### config.mk
export PLATFORM = sky130hd
export DESIGN_NAME = vector_addr_gen
export DESIGN_NICKNAME = d
export VERILOG_FILES = /design/src/rtl/vag_pkg.sv /design/src/rtl/vag_lane64.sv /design/src/rtl/vag_ctrl.sv /design/src/rtl/vag_datapath.sv /design/src/rtl/vector_addr_gen.sv
export SDC_FILE = /design/constraint.sdc
export NUM_CORES = 1
export LEC_CHECK = 0
export BUFFER_PORTS_ARGS = -buffer_cell sky130_fd_sc_hd__buf_2
export CAP_MARGIN = 10
export CORE_MARGIN = 3
export CORE_UTILIZATION = 25
export DETAILED_ROUTE_END_ITERATION = 8
export SLEW_MARGIN = 15
export SYNTH_ARGS = -nofsm -noshare
export SYNTH_HDL_FRONTEND = slang
export SYNTH_SLANG_ARGS = --single-unit
### constraint.sdc
create_clock -name clk -period 13.9 [get_ports clk]
set_clock_uncertainty 0.2 [all_clocks]
set_input_delay 1.39 -clock clk [delete_from_list [all_inputs] [get_ports clk]]
set_output_delay 1.39 -clock clk [all_outputs]
set_load 0.01 [all_outputs]
### src/rtl/vag_pkg.sv
package vag_pkg;

  localparam logic [7:0] OPC_HIGH = 8'b00000100;
  localparam logic [3:0] OPC_MID  = 4'b1010;

  typedef enum logic [1:0] {
    VAR_S32 = 2'b00,
    VAR_U32 = 2'b01,
    VAR_P32 = 2'b10,
    VAR_P64 = 2'b11
  } addrVariant_e;

  typedef struct packed {
    logic         load;
    logic         illegal;
    addrVariant_e variant;
    logic [1:0]   shiftAmt;
    logic [4:0]   rd;
    logic [4:0]   rn;
    logic [4:0]   rm;
  } ctrlStrobes_t;

endpackage

### src/rtl/vag_lane64.sv
module vag_lane64
  import vag_pkg::*;
(
  input  addrVariant_e variant,
  input  logic [1:0]   shiftAmt,
  input  logic [63:0]  baseIn,
  input  logic [63:0]  offsIn,
  output logic [63:0]  sumOut
);

  logic [63:0] offExt;
  logic [63:0] wideSum;
  logic [31:0] loSum;
  logic [31:0] hiSum;

  always_comb begin
    unique case (variant)
      VAR_S32: offExt = {{32{offsIn[31]}}, offsIn[31:0]};
      VAR_U32: offExt = {32'b0, offsIn[31:0]};
      default: offExt = offsIn;
    endcase
  end

  // 64-bit lane path: extension already applied, wrap at 64 bits
  assign wideSum = baseIn + (offExt << shiftAmt);

  // two independent 32-bit lanes: each wraps on its own
  assign loSum = baseIn[31:0]  + (offsIn[31:0]  << shiftAmt);
  assign hiSum = baseIn[63:32] + (offsIn[63:32] << shiftAmt);

  assign sumOut = (variant == VAR_P32) ? {hiSum, loSum} : wideSum;

endmodule

### src/rtl/vag_ctrl.sv
module vag_ctrl
  import vag_pkg::*;
(
  input  logic         clk,
  input  logic         rst,
  input  logic         inValid,
  input  logic [31:0]  instr,
  output ctrlStrobes_t strobes,
  output logic         validQ,
  output logic         illegalQ
);

  logic isMatch;

  assign isMatch = (instr[31:24] == OPC_HIGH) && instr[21] && (instr[15:12] == OPC_MID);

  always_comb begin
    strobes.load     = inValid && isMatch;
    strobes.illegal  = inValid && !isMatch;
    strobes.variant  = addrVariant_e'(instr[23:22]);
    strobes.shiftAmt = instr[11:10];
    strobes.rm       = instr[20:16];
    strobes.rn       = instr[9:5];
    strobes.rd       = instr[4:0];
  end

  always_ff @(posedge clk) begin
    if (rst) begin
      validQ   <= 1'b0;
      illegalQ <= 1'b0;
    end else begin
      validQ   <= strobes.load;
      illegalQ <= strobes.illegal;
    end
  end

endmodule

### src/rtl/vag_datapath.sv
module vag_datapath
  import vag_pkg::*;
#(
  parameter int VEC_W = 128
) (
  input  logic               clk,
  input  ctrlStrobes_t       strobes,
  input  logic [VEC_W-1:0]   baseVec,
  input  logic [VEC_W-1:0]   offsVec,
  output logic [VEC_W-1:0]   vecQ,
  output logic [4:0]         rdQ,
  output logic [4:0]         rnQ,
  output logic [4:0]         rmQ
);

  localparam int SLICES = VEC_W / 64;

  logic [VEC_W-1:0] sumVec;

  for (genvar g = 0; g < SLICES; g++) begin : gSlice
    vag_lane64 uLane (
      .variant  (strobes.variant),
      .shiftAmt (strobes.shiftAmt),
      .baseIn   (baseVec[g*64 +: 64]),
      .offsIn   (offsVec[g*64 +: 64]),
      .sumOut   (sumVec[g*64 +: 64])
    );
  end

  always_ff @(posedge clk) begin
    if (strobes.load) begin
      vecQ <= sumVec;
      rdQ  <= strobes.rd;
      rnQ  <= strobes.rn;
      rmQ  <= strobes.rm;
    end
  end

endmodule

### src/rtl/vector_addr_gen.sv
module vector_addr_gen
  import vag_pkg::*;
#(
  parameter int VEC_W = 128
) (
  input  logic             clk,
  input  logic             rst,
  input  logic             inValid,
  input  logic [31:0]      instr,
  input  logic [VEC_W-1:0] baseVec,
  input  logic [VEC_W-1:0] offsVec,
  output logic             outValid,
  output logic             outIllegal,
  output logic [4:0]       outRd,
  output logic [4:0]       outRn,
  output logic [4:0]       outRm,
  output logic [VEC_W-1:0] outVec
);

  ctrlStrobes_t strobes;

  vag_ctrl uCtrl (
    .clk      (clk),
    .rst      (rst),
    .inValid  (inValid),
    .instr    (instr),
    .strobes  (strobes),
    .validQ   (outValid),
    .illegalQ (outIllegal)
  );

  vag_datapath #(.VEC_W(VEC_W)) uData (
    .clk     (clk),
    .strobes (strobes),
    .baseVec (baseVec),
    .offsVec (offsVec),
    .vecQ    (outVec),
    .rdQ     (outRd),
    .rnQ     (outRn),
    .rmQ     (outRm)
  );

endmodule

==> results of run 1 <==
-- kinds of logic after synthesis --
family / count (synthesis) / synth area share, %
AO/OA/AOI/OAI: 758 / 24.3
AND/OR/NAND/NOR: 465 / 11.2
buffers and inverters: 162 / 3.30
flip-flops: 145 / 22.0
XOR/XNOR: 165 / 7.33
adder cells (fa/ha/maj): 192 / 12.3
multiplexers: 240 / 19.5
-- through the flow --
stage	hold slack, ns	util (%)
final	0.856	30.2
after global routing	0.810	30.2
after CTS	0.795	30.1
after detailed placement	1.37	29.4
after global placement	1.37	29.4
after floorplan	1.27	-
-- path summary, 6_finish.rpt --
| kind | depth (start not counted) | to | startpoint |
|---|---|---|---|
| setup / recovery | 15 | uData.vecQ[120]$_DFFE_PP_ | instr[10] |
| hold / removal | 1 | uData.rmQ[2]$_DFFE_PP_ | instr[18] |
-- power groups by stage --
stage	combinational (W)	sequential (W)	clock [W]
2_1_floorplan	0.000788	0.000523	0
4_1_cts	0.00108	0.000513	0.000504
5_1_grt	0.00120	0.000513	0.000517
3_5_place_dp	0.00107	0.000523	0
6_report	0.00109	0.000513	0.000482
3_3_place_gp	0.00107	0.000523	0
-- sequential cells by signal, indices dropped and copies added, names as in the netlist --
signal	flops
uData.rnQ	5
uData.rdQ	5
uData.rmQ	5
uCtrl.validQ	1
uCtrl.illegalQ	1
uData.vecQ	128
-- routing by layer --
metal	vias up	global-route usage, %
met1	9072	22.9
met2	623	27.9
met3	74	3.20
met4	4	5.12
met5	-	0
li1	8955	-
-- area by class of cell --
type	instances	share of cell area (%)
diodes	11	0.117
clock buffers	19	1.85
clock inverters	13	0.502
inverters	48	0.769
multi-input cells	1820	62.9
flip-flops and latches	145	18.5
well taps	1040	5.55
repair buffers	449	9.82
-- cells in the mapped netlist (all sizes together), types with 27 or more instances --
cell type    n  area (µm²)
ha         188        2350
mux2i       77         771
mux2        53         597
nor2       126         473
a21oi      287        1440
o21bai      39         293
nand3       27         135
o21ai      145         729
xor2        63         552
a21o       116         871
edfxtp     143        4290
buf         33         165
clkbuf      81         304
nand4       33         206
mux4       110        2480
a211oi      31         243
xnor2      102         893
nand2      145         544
inv         48         180
==> flow_results.org, run 1 <==
** Outcome
- The flow ran to the end, and the final reports show no timing, DRC or antenna violations.

** Synth
- Top_reg_cell synth :: sky130_fd_sc_hd__edfxtp_1
- Post-Syn Instances :: approximately 2100
- Warnings from Yosys :: 0
- In this run, distinct cell masters in the synthesized netlist total 76.
- Mapped Area :: 0.0197 mm²
- In this run the mean area of a mapped cell was ~9.3 µm².
- Number of enable flip-flop cells after synthesis :: between 100 and 150
- Synthesized Nets :: around 2600
- Counting flops with an async set or reset pin after synthesis yields a share of 0%.
- For this run, the register share of the synthesized area comes to a little over a fifth.
- In this run, synthesis produced a sequential element count of roughly 150.

** Timing
- In the final timing run, aggregate negative setup slack is 0 ns.
- Transition time of the tightest slew-check pin :: 1.12 ns
- The final number of hold-violating endpoints came to 0.
- Final setup slack of the worst path :: 7.30 ns
- Setup repair after global routing left no endpoint under its margin.
- Final Slew Violations :: 0
- Setup violations remaining at the end of the flow were counted as 0.
- Shortest clock period the worst path allows after layout :: about 6.6 ns
- Final Cycle Share :: between 40% and 50%
- F_max :: between 0.15 and 0.2 GHz
- Headroom to the max-slew limit came out at 25.5%.

** Critical path
- On the worst path, the slowest cell contributes a delay of approximately 0.84 ns.
- The worst setup path is launched from an input pin.
- Data arrives at the worst endpoint at around 6.6 ns.
- Counting both buffers and inverters, the worst setup path holds a total of 2.
- For this design, the slowest cell found on the critical path is sky130_fd_sc_hd__buf_4.
- Data on the critical path is required at its endpoint by around 14 ns.
- The worst setup path is captured at a flip-flop.
- Broken down by cell family, the worst path's largest delay share belongs to compound AO/OA/AOI/OAI gates.
- The critical path in this run is classified as input pin to flip-flop.
- In this run the worst path has a maximum fanout of 71.
- The signal on the critical path passes through buf_8, buf_4, mux4_2, ha_1, a21oi_1, o21ai_0, a211oi_1, o21ai_1, a31oi_4, o31ai_1, a21oi_1, nor3_1, a31oi_1, xor2_1, mux2i_1.
- The most numerous cell type found on the critical path is sky130_fd_sc_hd__a21oi_1.

** GRT
- The initial antenna violation count is 14.
- The first global-routing pass estimated 109000 µm of wire.
- For this run the aggregate overflow at the end of global routing stands at 0.
- Via count of the first global-routing pass :: roughly 18000
- Across every metal layer, demand over resource in global routing totals about 17%.
- Entering global routing, the biggest net connects 72 pins.

** Cells and area
- Filler Cells Inserted :: a little over 8000
- The multi-input combinational cells in the finished layout cover a total of roughly 0.015 mm².
- The library cells used most frequently in the layout, excluding fill and tap cells, are 433 x sky130_fd_sc_hd__buf_2, 283 x sky130_fd_sc_hd__a21oi_1, 188 x sky130_fd_sc_hd__ha_1, 144 x sky130_fd_sc_hd__nand2_1, 143 x sky130_fd_sc_hd__edfxtp_1.
- Signed area change from the synthesized netlist to the final layout :: 19.0%
- Summing all flip-flop and latch instances after layout gives around 0.0043 mm².
- Finished Layout Cells :: between 3000 and 4000
- Final instance area :: about 0.023 mm²
- In the final layout, the share of cells above drive strength 1 is between 20% and 30%.
- In the final design database the tool counted 2964 nets.
- The library cell used most frequently in the layout, excluding fill and tap cells, is sky130_fd_sc_hd__buf_2.

** Power and ir drop
- In this run switching power makes up between 40% and 50% of total power.
- Power spread over the standard cell area amounts to 88.8 mW/mm².
- Static Leakage :: ~10 nW
- Combinational cells account for ~52% of the total power.
- The internal power of the cells totals 0.00121 W.
- Net switching component of the power :: between 0.0008 and 0.0009 W
- Power, Total :: 0.00208 W
- Worst voltage drop across the vdd grid :: between 0.00009 and 0.0001 V
- The share of total power dissipated in sequential elements is between 20% and 30%.
- The share of total power dissipated in the clock network is roughly 23%.

** CTS
- Clock tree from TritonCTS :: done
- Buffer count from post-CTS setup fixing :: 0
- Clock transition at path regs :: 0.08 ns
- Cts-stage hold buffer count :: 0
- The number of clock buffers added by TritonCTS is 17.
- In this run, post-CTS repair resized a total of 0 instances.
- The tree is rooted in a sky130_fd_sc_hd__clkbuf_16.
- In this run the deepest clock path goes through 2 buffers.
- Number of clock sinks seen by CTS :: 145
- In this run the number of H-tree levels came out at 4.

** Placed design
- Global placer's final weighted congestion :: ~0.90
- After detailed placement, the total cell area comes to between 0.02 and 0.025 mm².
- Sum of net half-perimeters after detailed placement :: between 50000 and 60000 µm
- Number of cells after detailed placement :: between 3000 and 4000
- OpenSTA, run right after detailed placement, puts the worst setup slack at a little under 7 ns.
- Port buffer count :: approximately 440

** Floorplan
- Core Footprint :: around 0.078 mm²
- Overall die width :: between 200 and 300 µm
- I/O pins :: about 440
- Number of placement rows :: ~100
- The floorplan step set the die height to 287 µm.
- Once the floorplan was initialized, standard cells occupied around 25% of the core.
- The die covers 0.0822 mm².

** Routing
- In this run the top signal layer used is met5.
- Detailed-route via count :: approximately 19000
- Pre-antenna DRT Iters :: 5
- In the final routed layout, each cell accounts on average for 20.5 µm.
- The detail route stage leaves a number of antenna-violating nets equal to 0.
- Wire segments on met3 add up to about 4300 µm in the final route.
- In the routed layout, each cell is associated on average with a via count of 5.28.
- Initial drt markers :: about 1300
- Routed Wire Length :: 72500 µm
- Detailed-route wire length on metal 1 :: ~33000 µm
- DRC errors left :: 0
- Detailed-routed wire length on met2 :: between 30000 and 40000 µm

** Hold path
- Hold Path Class :: input pin to flip-flop

** Run
- Max-cap violations :: 0
(Power assumes the default switching activity.)
==> run 2, diff against run 1 <==
==> constraint.sdc (replaced) <==
create_clock -name clk -period 5.75 [get_ports clk]
set_clock_uncertainty 0.2 [all_clocks]
set_input_delay 0.575 -clock clk [delete_from_list [all_inputs] [get_ports clk]]
set_output_delay 0.575 -clock clk [all_outputs]
set_load 0.01 [all_outputs]
==> run 2 against run 1 <==
  * Core utilization increased by 0.45 points
  * Cell count increased by 0.59%
  * First-iteration DRC count decreased by 15%
  * Cell area increased by 1.5%
  * Worst setup slack got worse by 6.4 ns
  * Sequential share of layout area decreased by 0.27 points
  * Via count decreased by 0.23%
  * Clock power increased to 2.6 times the previous value
  * Critical path depth unchanged
  * Critical endpoint is now uData.vecQ[60]$_DFFE_PP_
  * Global-route usage about the same
  * Die area unchanged
  * Non-clock buffer count increased by 24
==> flow_results.org, run 2 (same netlist as run 1, synthesis figures left out) <==
** Critical path
- CP startpoint kind :: input pin
- The arrival time of the worst setup path was 4.89 ns (-1.73 ns).
- For this design, the slowest cell found on the critical path is sky130_fd_sc_hd__mux4_2.
- CP required :: 5.75 ns (-8.16 ns)
- Critical path class :: input pin to flip-flop
- On the critical path the largest part of the delay comes from compound AO/OA/AOI/OAI gates.
- The highest net fanout along the worst path was 17 (-76%).
- Traced cell by cell, the critical path runs through buf_8, buf_12, mux4_2, ha_1, nand4_1, nor4_1, o211ai_1, a31oi_1, a211oi_2, o21ai_1, a41o_1, a31oi_1, a21oi_1, xnor2_1, a21oi_1.
- Critical path capture point type :: flip-flop
- Worst Path Buf+Inv :: 2 (unchanged)
- Max stage delay on crit path :: 0.51 ns (-0.33 ns)

** CTS
- The tree is rooted in a sky130_fd_sc_hd__clkbuf_16.
- The number of sinks handled by clock tree synthesis is 145 (unchanged).
- TritonCTS built the clock tree.
- Buffer count from post-CTS setup fixing :: 0 (unchanged)
- The maximum level of the CTS H-tree is 4 (unchanged).
- Clock transition at path regs :: 0.07 ns (about the same)
- Number of CTS-inserted buffers :: 17 (unchanged)
- The post-cts repair resize count came to 0 (unchanged).
- Number of buffers on the longest clock path :: 2 (unchanged)

** Timing
- Summed negative setup slack over all endpoints :: 0 ns (unchanged)
- The final number of hold-violating endpoints is 0 (unchanged).
- The headroom to the max-slew limit came to 26.5% (+0.98 points).
- Endpoints failing setup :: 0 (unchanged)
- The transition time of the tightest slew-check pin came to 1.10 ns (-0.0163 ns).
- The count of final max-slew check failures came to 0 (unchanged).
- Subtracting the final worst setup slack from the clock period gives between 4 and 5 ns.
- Static timing analysis puts the maximum clock frequency at a little over 0.2 GHz.
- Of the available clock period, the critical path in the final layout requires between 80% and 90%.
- Setup repair after global routing missed its margin :: no

** Floorplan
- The overall die area came to 0.0822 mm² (unchanged).
- Core Footprint :: 0.0777 mm² (unchanged)
- The total number of placement rows is 102 (unchanged).
- The number of ports placed on the die boundary is 436 (unchanged).
- The width of the chip is 287 µm (unchanged).
- The effective utilization at floorplan was 25.4% (unchanged).
- The vertical die dimension came to 287 µm (unchanged).

** Cells and area
- Fin nets :: 2988 (+0.81%)
- Signed area change from the synthesized netlist to the final layout :: 20.7%
- Max FFs per register :: 128 (unchanged)
- Final standard cell utilization of the core :: 30.6% (+0.45 points)
- In the layout the commonest cells are 433 x sky130_fd_sc_hd__buf_2, 283 x sky130_fd_sc_hd__a21oi_1, 188 x sky130_fd_sc_hd__ha_1, 144 x sky130_fd_sc_hd__nand2_1, 143 x sky130_fd_sc_hd__edfxtp_1.
- Commonest non-fill, non-tap cell in the layout :: sky130_fd_sc_hd__buf_2
- The number of filler cells placed in the layout came to 8184 (-0.55%).
- Register ranked first by flip-flop count :: uData.vecQ
- The register area is 0.00433 mm² (unchanged).
- Proportion of layout cells with a drive suffix above 1 :: 27.6% (+0.42 points)
- Total area of multi-input combinational cells :: 0.0147 mm² (unchanged)

** Placed design
- The number of input and output port buffers inserted came to 435 (unchanged).
- Sum of net half-perimeters after detailed placement :: 59100 µm (+0.56%)
- Global placer's final weighted congestion :: 0.939 (+4.4%)

** Routing
- Residual antenna-violating net count after detailed routing :: 0 (unchanged)
- Pre-antenna DRT Iters :: 5 (unchanged)
- Detailed-route via count :: 18700 (-0.23%)
- DRC errors left :: 0 (unchanged)
- Vias/cell :: 5.24 (-0.82%)
- The starting DRC count in detailed routing came to 1128 (-15%).
- The wire length reported by the detailed router was 72000 µm (-0.71%).
- The routed wire length per instance came to 20.2 µm (-1.3%).

** Power and ir drop
- The leakage component of the power was 10.0 nW (+1.7%).
- Worst voltage drop across the vdd grid :: 0.000195 V (+120%)
- The power density over the cells came to 215 mW/mm² (+140%).

** GRT
- Via count of the first global-routing pass :: 18300 (+0.83%)
- The pin count of the biggest net entering global routing was 91 (+26%).
- First-pass GRT wire length :: 108000 µm (-0.59%)
- Antenna violations before repair :: 13 (-1)
- Tot GR Track Use :: 17.1% (-0.020 points)
- Grt ovf :: 0 (unchanged)

** Outcome
- Outcome :: complete, no violations

** Run
- The number of violations of the max-capacitance limit is 0 (unchanged).

** Hold path
- Hold Path Class :: input pin to flip-flop
run 2: cell types whose count changed in the layout (fill, tap and decap cells not counted):
cell | previous run | this run
sky130_fd_sc_hd__diode_2 | 11 | 8
sky130_fd_sc_hd__inv_6 | 4 | 5
sky130_fd_sc_hd__clkinv_4 | 2 | 1
sky130_fd_sc_hd__bufinv_16 | 0 | 3
sky130_fd_sc_hd__dlygate4sd3_1 | 0 | 7
sky130_fd_sc_hd__buf_12 | 0 | 8
sky130_fd_sc_hd__inv_8 | 4 | 1
sky130_fd_sc_hd__buf_4 | 14 | 23
run 2: area by class of cell:
class                           instances  area share, %
Inverter                               48          0.757
Multi-Input combinational cell       1820           62.0
Clock inverter                         13          0.731
Antenna cell                            8         0.0842
Tap cell                             1040           5.47
Sequential cell                       145           18.2
Clock buffer                           19           1.82
Timing Repair Buffer                  473           10.9
run 2: through the flow:
step / hold WS, ns / cells / power [W] / setup WS [ns] / instance area (µm²)
after floorplan: 0.451 / 2127 / 0.00317 / 0.258 / 19700
after global routing: 0.0168 / 3565 / 0.00547 / 0.641 / 23800
after CTS: 0.00160 / 3558 / 0.00516 / 1.01 / 23800
after detailed placement: 0.553 / 3519 / 0.00386 / 0.481 / 23100
final: 0.0409 / 3566 / 0.00512 / 0.862 / 23800
after global placement: 0.551 / 3519 / 0.00387 / 0.467 / 23100
run 2: metal layers:
| metal | wire length, µm | global-route usage (%) | vias up |
|---|---|---|---|
| met2 | 34500 | 28.9 | 604 |
| met4 | 1410 | 5.22 | 10 |
| met3 | 4480 | 3.36 | 72 |
| met1 | 31600 | 22.0 | 9004 |
| li1 | - | - | 8994 |
| met5 | 63 | 0 | - |
run 2: timing repair:
item | 4_1_cts | 5_1_grt
endpoints found under the hold margin | 8 | 0
endpoints found under the setup margin | 0 | 0
hold buffers | 7 | 0
run 2: power by group:
part           switching (W)  internal, W
Sequential      0.0000000956      0.00124
Combinational        0.00151      0.00113
Clock               0.000552     0.000690
run 2: path summary, 6_finish.rpt:
kind | from | endpoint | slack, ns | cells past startpoint
max | instr[10] | uData.vecQ[60]$_DFFE_PP_ | 0.86 | 15
min | instr[3] | uData.rdQ[3]$_DFFE_PP_ | 0.04 | 1
